File: config.mk
export PLATFORM = sky130hd
export DESIGN_NAME = bias_assign_search
export DESIGN_NICKNAME = d
export VERILOG_FILES = /design/src/rtl/bas_pkg.sv /design/src/rtl/bas_table.sv /design/src/rtl/bas_walker.sv /design/src/rtl/bas_best.sv /design/src/rtl/bias_assign_search.sv
export SDC_FILE = /design/constraint.sdc
export NUM_CORES = 2
export LEC_CHECK = 0
export BUFFER_PORTS_ARGS = -buffer_cell sky130_fd_sc_hd__buf_2
export CAP_MARGIN = 20
export CORE_MARGIN = 2
export CORE_UTILIZATION = 40
export DETAILED_ROUTE_END_ITERATION = 16
export PLACE_DENSITY = 0.59
export SETUP_SLACK_MARGIN = 0.15
export SYNTH_ARGS = -nofsm -noshare
export SYNTH_HDL_FRONTEND = slang
export SYNTH_SLANG_ARGS = --single-unit
File: constraint.sdc
create_clock -name clk -period 12.6 [get_ports clk]
set_clock_uncertainty 0.05 [all_clocks]
set_input_delay 2.52 -clock clk [delete_from_list [all_inputs] [get_ports clk]]
set_output_delay 2.52 -clock clk [all_outputs]
set_load 0.05 [all_outputs]
File: src/rtl/bas_pkg.sv
package bas_pkg;
   localparam int unsigned BAS_DEF_OSC     = 3;
   localparam int unsigned BAS_DEF_BIAS    = 4;
   localparam int unsigned BAS_DEF_SCORE_W = 64;
   localparam logic [63:0] BAS_DEF_FLOOR   = 64'd150000000;
endpackage

File: src/rtl/bas_table.sv
module bas_table #(
   parameter int unsigned N_OSC   = 3,
   parameter int unsigned N_BIAS  = 4,
   parameter int unsigned SCORE_W = 64,
   parameter int unsigned OSC_W   = 2,
   parameter int unsigned BIAS_W  = 2
) (
   input  logic                               clk,
   input  logic                               rst_n,
   input  logic                               lock,
   input  logic                               wr_en,
   input  logic [OSC_W-1:0]                   wr_osc,
   input  logic [BIAS_W-1:0]                  wr_bias,
   input  logic [SCORE_W-1:0]                 wr_data,
   output logic [N_OSC*N_BIAS*SCORE_W-1:0]    cells_flat
);
   localparam int unsigned CELLS = N_OSC * N_BIAS;

   logic [CELLS-1:0][SCORE_W-1:0] mem;

   for (genvar o = 0; o < N_OSC; o++) begin : g_osc
      for (genvar b = 0; b < N_BIAS; b++) begin : g_bias
         always_ff @(posedge clk or negedge rst_n) begin
            if (!rst_n) begin
               mem[o*N_BIAS + b] <= '0;
            end else if (wr_en && !lock &&
                         wr_osc == OSC_W'(o) && wr_bias == BIAS_W'(b)) begin
               mem[o*N_BIAS + b] <= wr_data;
            end
         end
      end
   end

   assign cells_flat = mem;

   AST_TABLE_FROZEN: assert property (@(posedge clk) disable iff (!rst_n)
      lock |=> $stable(mem));
endmodule

File: src/rtl/bas_walker.sv
module bas_walker #(
   parameter int unsigned IDX_W = 6
) (
   input  logic             clk,
   input  logic             rst_n,
   input  logic             start,
   output logic             busy,
   output logic             done,
   output logic             accept,
   output logic [IDX_W-1:0] idx
);
   localparam logic [IDX_W-1:0] LAST = '1;

   assign accept = start && !busy;

   always_ff @(posedge clk or negedge rst_n) begin
      if (!rst_n) begin
         busy <= 1'b0;
         done <= 1'b0;
         idx  <= '0;
      end else if (accept) begin
         busy <= 1'b1;
         done <= 1'b0;
         idx  <= '0;
      end else if (busy) begin
         if (idx == LAST) begin
            busy <= 1'b0;
            done <= 1'b1;
         end else begin
            idx <= idx + IDX_W'(1);
         end
      end
   end

   AST_DONE_EXCL: assert property (@(posedge clk) disable iff (!rst_n)
      !(busy && done));
   AST_LAST_DONE: assert property (@(posedge clk) disable iff (!rst_n)
      (busy && idx == LAST) |=> (done && !busy));
   AST_START_IGNORED: assert property (@(posedge clk) disable iff (!rst_n)
      (busy && start && idx != LAST) |=> (busy && idx == $past(idx) + IDX_W'(1)));
endmodule

File: src/rtl/bas_best.sv
module bas_best #(
   parameter int unsigned N_OSC   = 3,
   parameter int unsigned N_BIAS  = 4,
   parameter int unsigned SCORE_W = 64,
   parameter int unsigned BIAS_W  = 2,
   parameter int unsigned SUM_W   = 66,
   parameter int unsigned IDX_W   = 6
) (
   input  logic                              clk,
   input  logic                              rst_n,
   input  logic                              clear,
   input  logic                              eval,
   input  logic [IDX_W-1:0]                  idx,
   input  logic [N_OSC*N_BIAS*SCORE_W-1:0]   cells_flat,
   output logic [SUM_W-1:0]                  best_total,
   output logic [N_OSC*BIAS_W-1:0]           best_bset,
   output logic [N_OSC*SCORE_W-1:0]          best_cells
);
   localparam int unsigned CELLS  = N_OSC * N_BIAS;
   localparam int unsigned CIDX_W = $clog2(CELLS);

   function automatic logic [N_OSC*BIAS_W-1:0] default_bset();
      logic [N_OSC*BIAS_W-1:0] v;
      v = '0;
      for (int o = 0; o < N_OSC; o++) v[o*BIAS_W +: BIAS_W] = BIAS_W'(o);
      return v;
   endfunction
   localparam logic [N_OSC*BIAS_W-1:0] DEF_BSET = default_bset();

   logic [CELLS-1:0][SCORE_W-1:0] cv;
   logic [N_OSC-1:0][BIAS_W-1:0]  cand_b;
   logic [N_OSC-1:0][SCORE_W-1:0] cand_s;
   logic [N_OSC*BIAS_W-1:0]       cand_bset;
   logic [SUM_W-1:0]              cand_sum;
   logic                          cand_ok;
   logic                          take;
   logic                          best_ok;
   logic [SUM_W-1:0]              best_resum;

   assign cv = cells_flat;

   always_comb begin
      cand_sum  = '0;
      cand_ok   = 1'b1;
      cand_bset = '0;
      for (int o = 0; o < N_OSC; o++) begin
         cand_b[o] = idx[(N_OSC-1-o)*BIAS_W +: BIAS_W];
         cand_bset[o*BIAS_W +: BIAS_W] = cand_b[o];
         cand_s[o] = cv[CIDX_W'(o*N_BIAS) + CIDX_W'(cand_b[o])];
         cand_sum  = cand_sum + SUM_W'(cand_s[o]);
      end
      for (int i = 0; i < N_OSC; i++)
         for (int j = i + 1; j < N_OSC; j++)
            if (cand_b[i] == cand_b[j]) cand_ok = 1'b0;
   end

   assign take = eval && cand_ok && (cand_sum > best_total);

   always_ff @(posedge clk or negedge rst_n) begin
      if (!rst_n) begin
         best_total <= '0;
         best_bset  <= DEF_BSET;
         best_cells <= '0;
      end else if (clear) begin
         best_total <= '0;
         best_bset  <= DEF_BSET;
         best_cells <= '0;
      end else if (take) begin
         best_total <= cand_sum;
         best_bset  <= cand_bset;
         best_cells <= cand_s;
      end
   end

   always_comb begin
      best_ok    = 1'b1;
      best_resum = '0;
      for (int i = 0; i < N_OSC; i++) begin
         best_resum = best_resum + SUM_W'(best_cells[i*SCORE_W +: SCORE_W]);
         for (int j = i + 1; j < N_OSC; j++)
            if (best_bset[i*BIAS_W +: BIAS_W] == best_bset[j*BIAS_W +: BIAS_W])
               best_ok = 1'b0;
      end
   end

   AST_BEST_MONO: assert property (@(posedge clk) disable iff (!rst_n)
      (eval && !clear) |=> best_total >= $past(best_total));
   AST_WINNER_DISTINCT: assert property (@(posedge clk) disable iff (!rst_n)
      best_ok);
   AST_NO_OVERFLOW: assert property (@(posedge clk) disable iff (!rst_n)
      best_total == best_resum);
endmodule

File: src/rtl/bias_assign_search.sv
module bias_assign_search
   import bas_pkg::*;
#(
   parameter int unsigned N_OSC       = BAS_DEF_OSC,
   parameter int unsigned N_BIAS      = BAS_DEF_BIAS,
   parameter int unsigned SCORE_W     = BAS_DEF_SCORE_W,
   parameter logic [63:0] PASS_LEVEL  = BAS_DEF_FLOOR,
   parameter int unsigned OSC_W       = $clog2(N_OSC),
   parameter int unsigned BIAS_W      = $clog2(N_BIAS),
   parameter int unsigned SUM_W       = SCORE_W + $clog2(N_OSC),
   parameter int unsigned CTL_W       = N_OSC + BIAS_W + 1
) (
   input  logic                         clk,
   input  logic                         rst_n,
   input  logic                         tbl_wr_en,
   input  logic [OSC_W-1:0]             tbl_wr_osc,
   input  logic [BIAS_W-1:0]            tbl_wr_bias,
   input  logic [SCORE_W-1:0]           tbl_wr_score,
   input  logic                         start,
   output logic                         done,
   output logic                         pass,
   output logic [N_OSC*BIAS_W-1:0]      bias_word,
   output logic [N_OSC*SCORE_W-1:0]     cell_score,
   output logic [SUM_W-1:0]             best_total,
   output logic [(N_OSC+1)*CTL_W-1:0]   ctl_words
);
   localparam int unsigned IDX_W = N_OSC * BIAS_W;
   localparam logic [SUM_W-1:0] PASS_SUM = SUM_W'(PASS_LEVEL);

   if (N_OSC < 2)                 begin : g_bad_osc   $error("N_OSC must be at least 2");        end
   if (N_BIAS != (1 << BIAS_W))   begin : g_bad_bias  $error("N_BIAS must be a power of two");   end
   if (N_OSC > N_BIAS)            begin : g_bad_ratio $error("N_OSC must not exceed N_BIAS");    end
   if (SUM_W < 64)                begin : g_bad_sum   $error("sum too narrow for pass level");   end

   logic                              busy;
   logic                              accept;
   logic [IDX_W-1:0]                  idx;
   logic [N_OSC*N_BIAS*SCORE_W-1:0]   cells_flat;
   logic [N_OSC*BIAS_W-1:0]           best_bset;
   logic [N_OSC*SCORE_W-1:0]          best_cells;

   bas_table #(
      .N_OSC(N_OSC), .N_BIAS(N_BIAS), .SCORE_W(SCORE_W),
      .OSC_W(OSC_W), .BIAS_W(BIAS_W)
   ) u_table (
      .clk(clk), .rst_n(rst_n), .lock(busy),
      .wr_en(tbl_wr_en), .wr_osc(tbl_wr_osc), .wr_bias(tbl_wr_bias),
      .wr_data(tbl_wr_score), .cells_flat(cells_flat)
   );

   bas_walker #(.IDX_W(IDX_W)) u_walker (
      .clk(clk), .rst_n(rst_n), .start(start),
      .busy(busy), .done(done), .accept(accept), .idx(idx)
   );

   bas_best #(
      .N_OSC(N_OSC), .N_BIAS(N_BIAS), .SCORE_W(SCORE_W),
      .BIAS_W(BIAS_W), .SUM_W(SUM_W), .IDX_W(IDX_W)
   ) u_best (
      .clk(clk), .rst_n(rst_n), .clear(accept), .eval(busy), .idx(idx),
      .cells_flat(cells_flat), .best_total(best_total),
      .best_bset(best_bset), .best_cells(best_cells)
   );

   assign pass       = done && (best_total >= PASS_SUM);
   assign bias_word  = pass ? best_bset  : '0;
   assign cell_score = pass ? best_cells : '0;

   for (genvar n = 0; n < N_OSC; n++) begin : g_ctl
      localparam logic [N_OSC-1:0] SEL = N_OSC'(1) << n;
      assign ctl_words[n*CTL_W +: CTL_W] = {1'b1, best_bset[n*BIAS_W +: BIAS_W], SEL};
   end
   assign ctl_words[N_OSC*CTL_W +: CTL_W] = {1'b1, {BIAS_W{1'b0}}, {N_OSC{1'b1}}};

   AST_RESULT_HOLD: assert property (@(posedge clk) disable iff (!rst_n)
      (done && !start) |=> ($stable(best_total) && $stable(best_bset)));
endmodule

Word level (Yosys, flattened, before mapping) --
Index checks and enable logic that the tools add are counted.
Word-level totals: bits in registers 1040, output and inout port bits 290, word-level logic and storage cells 92
Cells by class: add/sub/neg operators 5, order comparisons 5, equal/unequal tests 10, mux-type cells 26, reductions and logical operators 28
Operator list (count):
- 192-bit 2-to-1 mux | 3
- 64-bit binary-select mux with 4-bit select | 2
- 64-bit 2-to-1 mux | 3
- 66-bit 2-to-1 mux | 2
- 64-bit binary-select mux with 2-bit select | 1
- 66-bit by 64-bit adder with 66-bit output | 1
- 66-bit by 28-bit greater-or-equal comparator with 1-bit output, second input constant | 1
- 66-bit greater-than comparator | 1
- 64-bit by 64-bit adder with 65-bit output | 1
- 6-bit 2-to-1 mux | 6
- 1-bit logical AND | 20
- 4-bit by 5-bit less-than comparator with 1-bit output, second input constant | 2
- 1-bit 2-to-1 mux | 9
- 6-bit by 1-bit adder with 6-bit output, second input constant | 1
- 2-bit equality test | 3
- 2-bit equality test, second input constant | 3
- 6-bit equality test, second input constant | 1
- 2-bit nonzero test | 3
- 2-bit by 5-bit less-than comparator with 1-bit output, second input constant | 1
- 3-bit by 2-bit adder with 4-bit output, first input constant | 1
- 4-bit by 2-bit adder with 4-bit output, first input constant | 1
- 2-bit by 1-bit equality test with 1-bit output, second input constant | 2
- 2-bit zero test | 2
- 2-bit AND reduction | 2
- 2 further kinds | 2

Longest topological paths before layout --
depth in word-level cells 9, depth in mapped cells 41, mapped depth without buffers 36

Cells and area by module --
A second synthesis with hierarchy kept.
Unflattened totals: cells, all modules 4979, area, all modules 55936.1 um2
By module, submodules not included:
- bas_table | times used 1, cells an instance 1693, area each 28934.0 um2, seq. area each 19218.4 um2
- bas_best | times used 1, cells an instance 2741, area each 24194.5 um2, seq. area each 6608.8 um2
- bias_assign_search | times used 1, cells an instance 509, area each 2422.3 um2, seq. area each 0.0 um2
- bas_walker | times used 1, cells an instance 36, area each 385.4 um2, seq. area each 200.2 um2

Least setup slack after synthesis --
No wires, ideal clock.
kind register to register, from reg u_walker.idx[4], to reg u_best.best_cells[82], arrival time 8.063 ns, slack 4.353 ns, cell stages (with the launch flop) 36, path buffers 7, period minus slack after synthesis 8.247 ns, cells stage by stage dfrtp_1 > clkbuf_1 > buf_1 > mux4_2 > ha_1 > buf_2 > a21oi_2 > o21ai_1 > inv_1 > o221ai_1 > o41a_1 > o2111a_1 > nor3_1 > o21ai_0 > xnor2_1 > ha_1 > clkbuf_1 > a21o_1 > a21o_1 > a221o_1 > or3_1 > o211ai_1 > a21oi_1 > nor3_1 > nor2_1 > ha_1 > nand4_1 > nor2_1 > nand3_1 > or3_1 > o21bai_1 > a21oi_1 > buf_2 > clkbuf_1 > clkbuf_1 > o21ai_0
Between the ends: longest elaborated chain between the ends 7
RTL lines:
- start: declaration | line bas_walker.sv:10 | output logic [IDX_W-1:0] idx
- start signal: assignment | line bas_walker.sv:30 | idx <= idx + IDX_W'(1);
- 64-bit binary-select mux with 2-bit select or 2-bit equality test (tied branches) | line bas_best.sv:49, bas_best.sv:54
- 64-bit 2-to-1 mux (implied by the code) or 1-bit 2-to-1 mux (tied branches) | line bas_best.sv:49, bas_best.sv:54
- 64-bit by 64-bit adder with 65-bit output or 1-bit 2-to-1 mux (tied branches) | line bas_best.sv:50, bas_best.sv:54
- 66-bit by 64-bit adder with 66-bit output or 1-bit 2-to-1 mux (tied branches) | line bas_best.sv:50, bas_best.sv:54
- 66-bit greater-than comparator or 1-bit logical AND (tied branches) | line bas_best.sv:57 | assign take = eval && cand_ok && (cand_sum > best_total);
- 1-bit logical AND * | line bas_best.sv:57
- 2-bit nonzero test (no source line) *
- end signal: assignment | line bas_best.sv:71 | best_cells <= cand_s;
- end: declaration | line bas_best.sv:17 | output logic [N_OSC*SCORE_W-1:0] best_cells
Every way passes the cells marked *; elsewhere a longest branch is shown, timed or not. The select of a mux whose other input is x is not followed. A chain may end at the register's enable or synchronous reset.

Worst setup path after layout --
from reg u_walker.idx[3], to reg u_best.best_cells[166]
Between the ends: longest elaborated chain between the ends 8
RTL lines:
- 3-bit by 2-bit adder with 4-bit output | line bas_best.sv:49 | cand_s[o] = cv[CIDX_W'(o*N_BIAS) + CIDX_W'(cand_b[o])];
- 64-bit binary-select mux with 4-bit select | line bas_best.sv:49
- 64-bit 2-to-1 mux (implied by the code) | line bas_best.sv:49
- 64-bit by 64-bit adder with 65-bit output | line bas_best.sv:50 | cand_sum = cand_sum + SUM_W'(cand_s[o]);
- 66-bit by 64-bit adder with 66-bit output | line bas_best.sv:50
- 66-bit greater-than comparator | line bas_best.sv:57
- 1-bit logical AND * | line bas_best.sv:57
- 2-bit nonzero test (no source line) *
Marked as above.

==> results_dict.tcl <==
set metrics [dict create \
    outcome "finished, final reports clean" \
    fp.coreArea_um2 135300 \
    cp.arrival_ns 10.47 \
    drt_iter0_drc 2613 \
    wl_per_cell_um 23.36 \
    hold_buffers 0 \
    yosysTopAreaCell "dfrtp_1" \
    synth_edf_count 0 \
    avgSynthCellArea_um2 11.72 \
    async_flop_share 1.000 \
    synth_cell_types 84 \
    tns_ns 0 \
    viasPerCell 5.555 \
    critPathMaxStageDelay_ns 0.86 \
    io_pins 362 \
    root_buffer "clkbuf_16" \
    crit_type "reg -> reg" \
    period_minus_slack_ns 9.966 \
    final_layout_size_suffix_gt1_frac 0.3273 \
    area_growth_pct 12.94 \
    hpwlAfterDp_um 108100 \
    start_util 0.4024 \
    cp-start-kind "register" \
    cts_tree "done" \
    synth-seq-cells 1040 \
    cp_slowest_cell "dfrtp_4" \
    syn-instance-count 4646 \
    cap_violations 0 \
    post_cts_buffers 0 \
    r2r_start "u_walker.idx[3]" \
    synth_area_leaders "dfrtp_1 48%, mux2_2 16%, mux4_2 7.8%, ha_1 4.5%, nand2_1 3.8%" \
    grt_pass1_vias 37443 \
    max-vdd-ir-drop_v 0.0004695 \
    post-route-period-util 0.7910 \
    setup_viol 0 \
    clk_pin_slew_ns 0.06 \
    cts_sinks 1040 \
    antenna_found_initial 9 \
    synth_top_cell_area_share 0.4771 \
    power_density_nw_per_um2 223.0 \
    fillers 12483 \
    clkLatencyLatePin_ns 0.74 \
    regToRegSetupSlack_ns 2.63 \
    die_area_um2 139100 \
    vias 37149 \
    numCtsBuffers 112 \
    dr.pass1.iters 5 \
    p_leak_uw 0.03022 \
    clock_path_buffers 3 \
    die_h_um 372.9 \
    rsz0062_at_grt "no" \
    cts-htree-levels 3 \
    final_hold_viol_count 0 \
    gr-total-overflow 0 \
    synth_area_um2 54440 \
    seq_area_um2 26050 \
    yosys-top-cells-count "1038 x dfrtp_1, 786 x mux2_2, 549 x nand2_1" \
    critPathCaptureType "register" \
    nNetsFinal 5080 \
    placementRows 135 \
    relSlewSlack 0.2996 \
    hold_class "reg -> reg" \
    worst_ep_required_time_ns 13.10 \
    io_buffers 343 \
    die_w_um 372.9 \
    grt_pass1_wl_um 238700 \
    synth.most_common_cell "dfrtp_1" \
    worst_slew_pin_slew_ns 1.051 \
    critical_path.max_fanout 196 \
    min-delay-start "u_table.cells_flat[682]" \
    drc 0 \
    grt_usage 0.2236 \
    fin_util 0.4545 \
    grt_max_degree 197 \
    ant_nets 0 \
    yosys_warnings 0 \
    synth_ff_type "dfrtp_1" \
    wirelength_um 156200 \
    globalplace.congestion 0.8916 \
    slew_viol_final 0 \
    fmax_ghz 0.1003 \
    cts_resized 0 \
    yosysSeqAreaShare 0.4781 \
    timing.hold.ws_ns 0.4500 \
    multiInputGateArea_um2 26750 \
    crit_start "u_walker.idx[3]" \
]
sequential cells by signal (all words and copies together), names as in the netlist:
| register | count |
|---|---|
| u_table.cells_flat | 768 |
| u_best.best_cells | 192 |
| u_best.best_total | 66 |
| u_best.best_bset | 6 |
| u_walker.idx | 6 |
| u_walker.busy | 1 |
| u_walker.done | 1 |
metal layers:
metal | vias to the layer above | track usage | wire length (um)
li1 | 16924 | - | -
met1 | 19118 | 0.3123 | 70660
met2 | 886 | 0.3526 | 71860
met5 | - | 0 | 34
met3 | 215 | 0.04240 | 9198
met4 | 6 | 0.06757 | 4464
metrics by stage:
stage          cells  setup slack, ns  power, uW  instance area [um^2]
6_report        6687            2.634      13710                 61490
5_1_grt         6686            1.970      14600                 61490
4_1_cts         6684            2.717      13810                 61460
3_5_place_dp    6477            2.799      10310                 57580
3_3_place_gp    6477            2.961      10230                 57580
2_1_floorplan   4662            4.353       8622                 54500
worst paths after layout:
check,to,cells after the start
min in group asynchronous,u_best.best_cells[91],1
max in group asynchronous,u_table.cells_flat[173],3
setup / recovery,u_best.best_cells[166],33
hold / removal,u_table.cells_flat[682],1
setup reg to reg,u_best.best_cells[166],33
hold reg to reg,u_table.cells_flat[682],1
layout make-up:
cell class | instances | area share
Clock inverter | 46 | 0.008994
Sequential cell | 1040 | 0.4237
Tap cell | 1781 | 0.03624
Antenna cell | 2 | 0.00008139
Timing Repair Buffer | 388 | 0.03520
Clock buffer | 161 | 0.05419
Multi-Input combinational cell | 3162 | 0.4351
Inverter | 107 | 0.006532
cells by family after synthesis:
logic type	share of synthesized area
buffers and inverters	0.03397
AOI/OAI and AO/OA	0.08829
other	0.0001379
adders and majority gates	0.04555
DFF	0.4781
xor gates and xnor gates	0.02025
muxes	0.2413
and+or+nand+nor	0.09245
critical path, delay by kind of cell, from the launching register on:
family | cells | cell delay, ns
XOR/XNOR | 1 | 0.14
multiplexers | 1 | 0.29
adder cells (fa/ha/maj) | 4 | 1.27
flip-flops | 1 | 0.86
AND/OR/NAND/NOR | 11 | 2.05
AO/OA/AOI/OAI | 13 | 3.89
buffers and inverters | 3 | 1.02
power breakdown:
| part | switching [uW] | internal (uW) |
|---|---|---|
| Clock | 1400 | 2060 |
| Combinational | 3640 | 2110 |
| Sequential | 518 | 3980 |
| Total | 5560 | 8150 |
layout by cell type (no fill, tap or decap), types with 32 or more instances in the layout:
| master | n |
|---|---|
| inv_1 | 107 |
| buf_4 | 37 |
| xnor2_1 | 76 |
| xor2_1 | 48 |
| nand3_1 | 39 |
| o21bai_1 | 32 |
| mux2_2 | 786 |
| buf_2 | 342 |
| a21oi_1 | 166 |
| a21o_1 | 114 |
| o21ai_0 | 280 |
| nor2_1 | 98 |
| clkbuf_16 | 116 |
| o31ai_1 | 51 |
| nand4_1 | 47 |
| ha_1 | 195 |
| nand2_1 | 540 |
| mux4_2 | 189 |
| dfrtp_1 | 1032 |
| and2_1 | 211 |
Power figures use the tool's default switching activity.
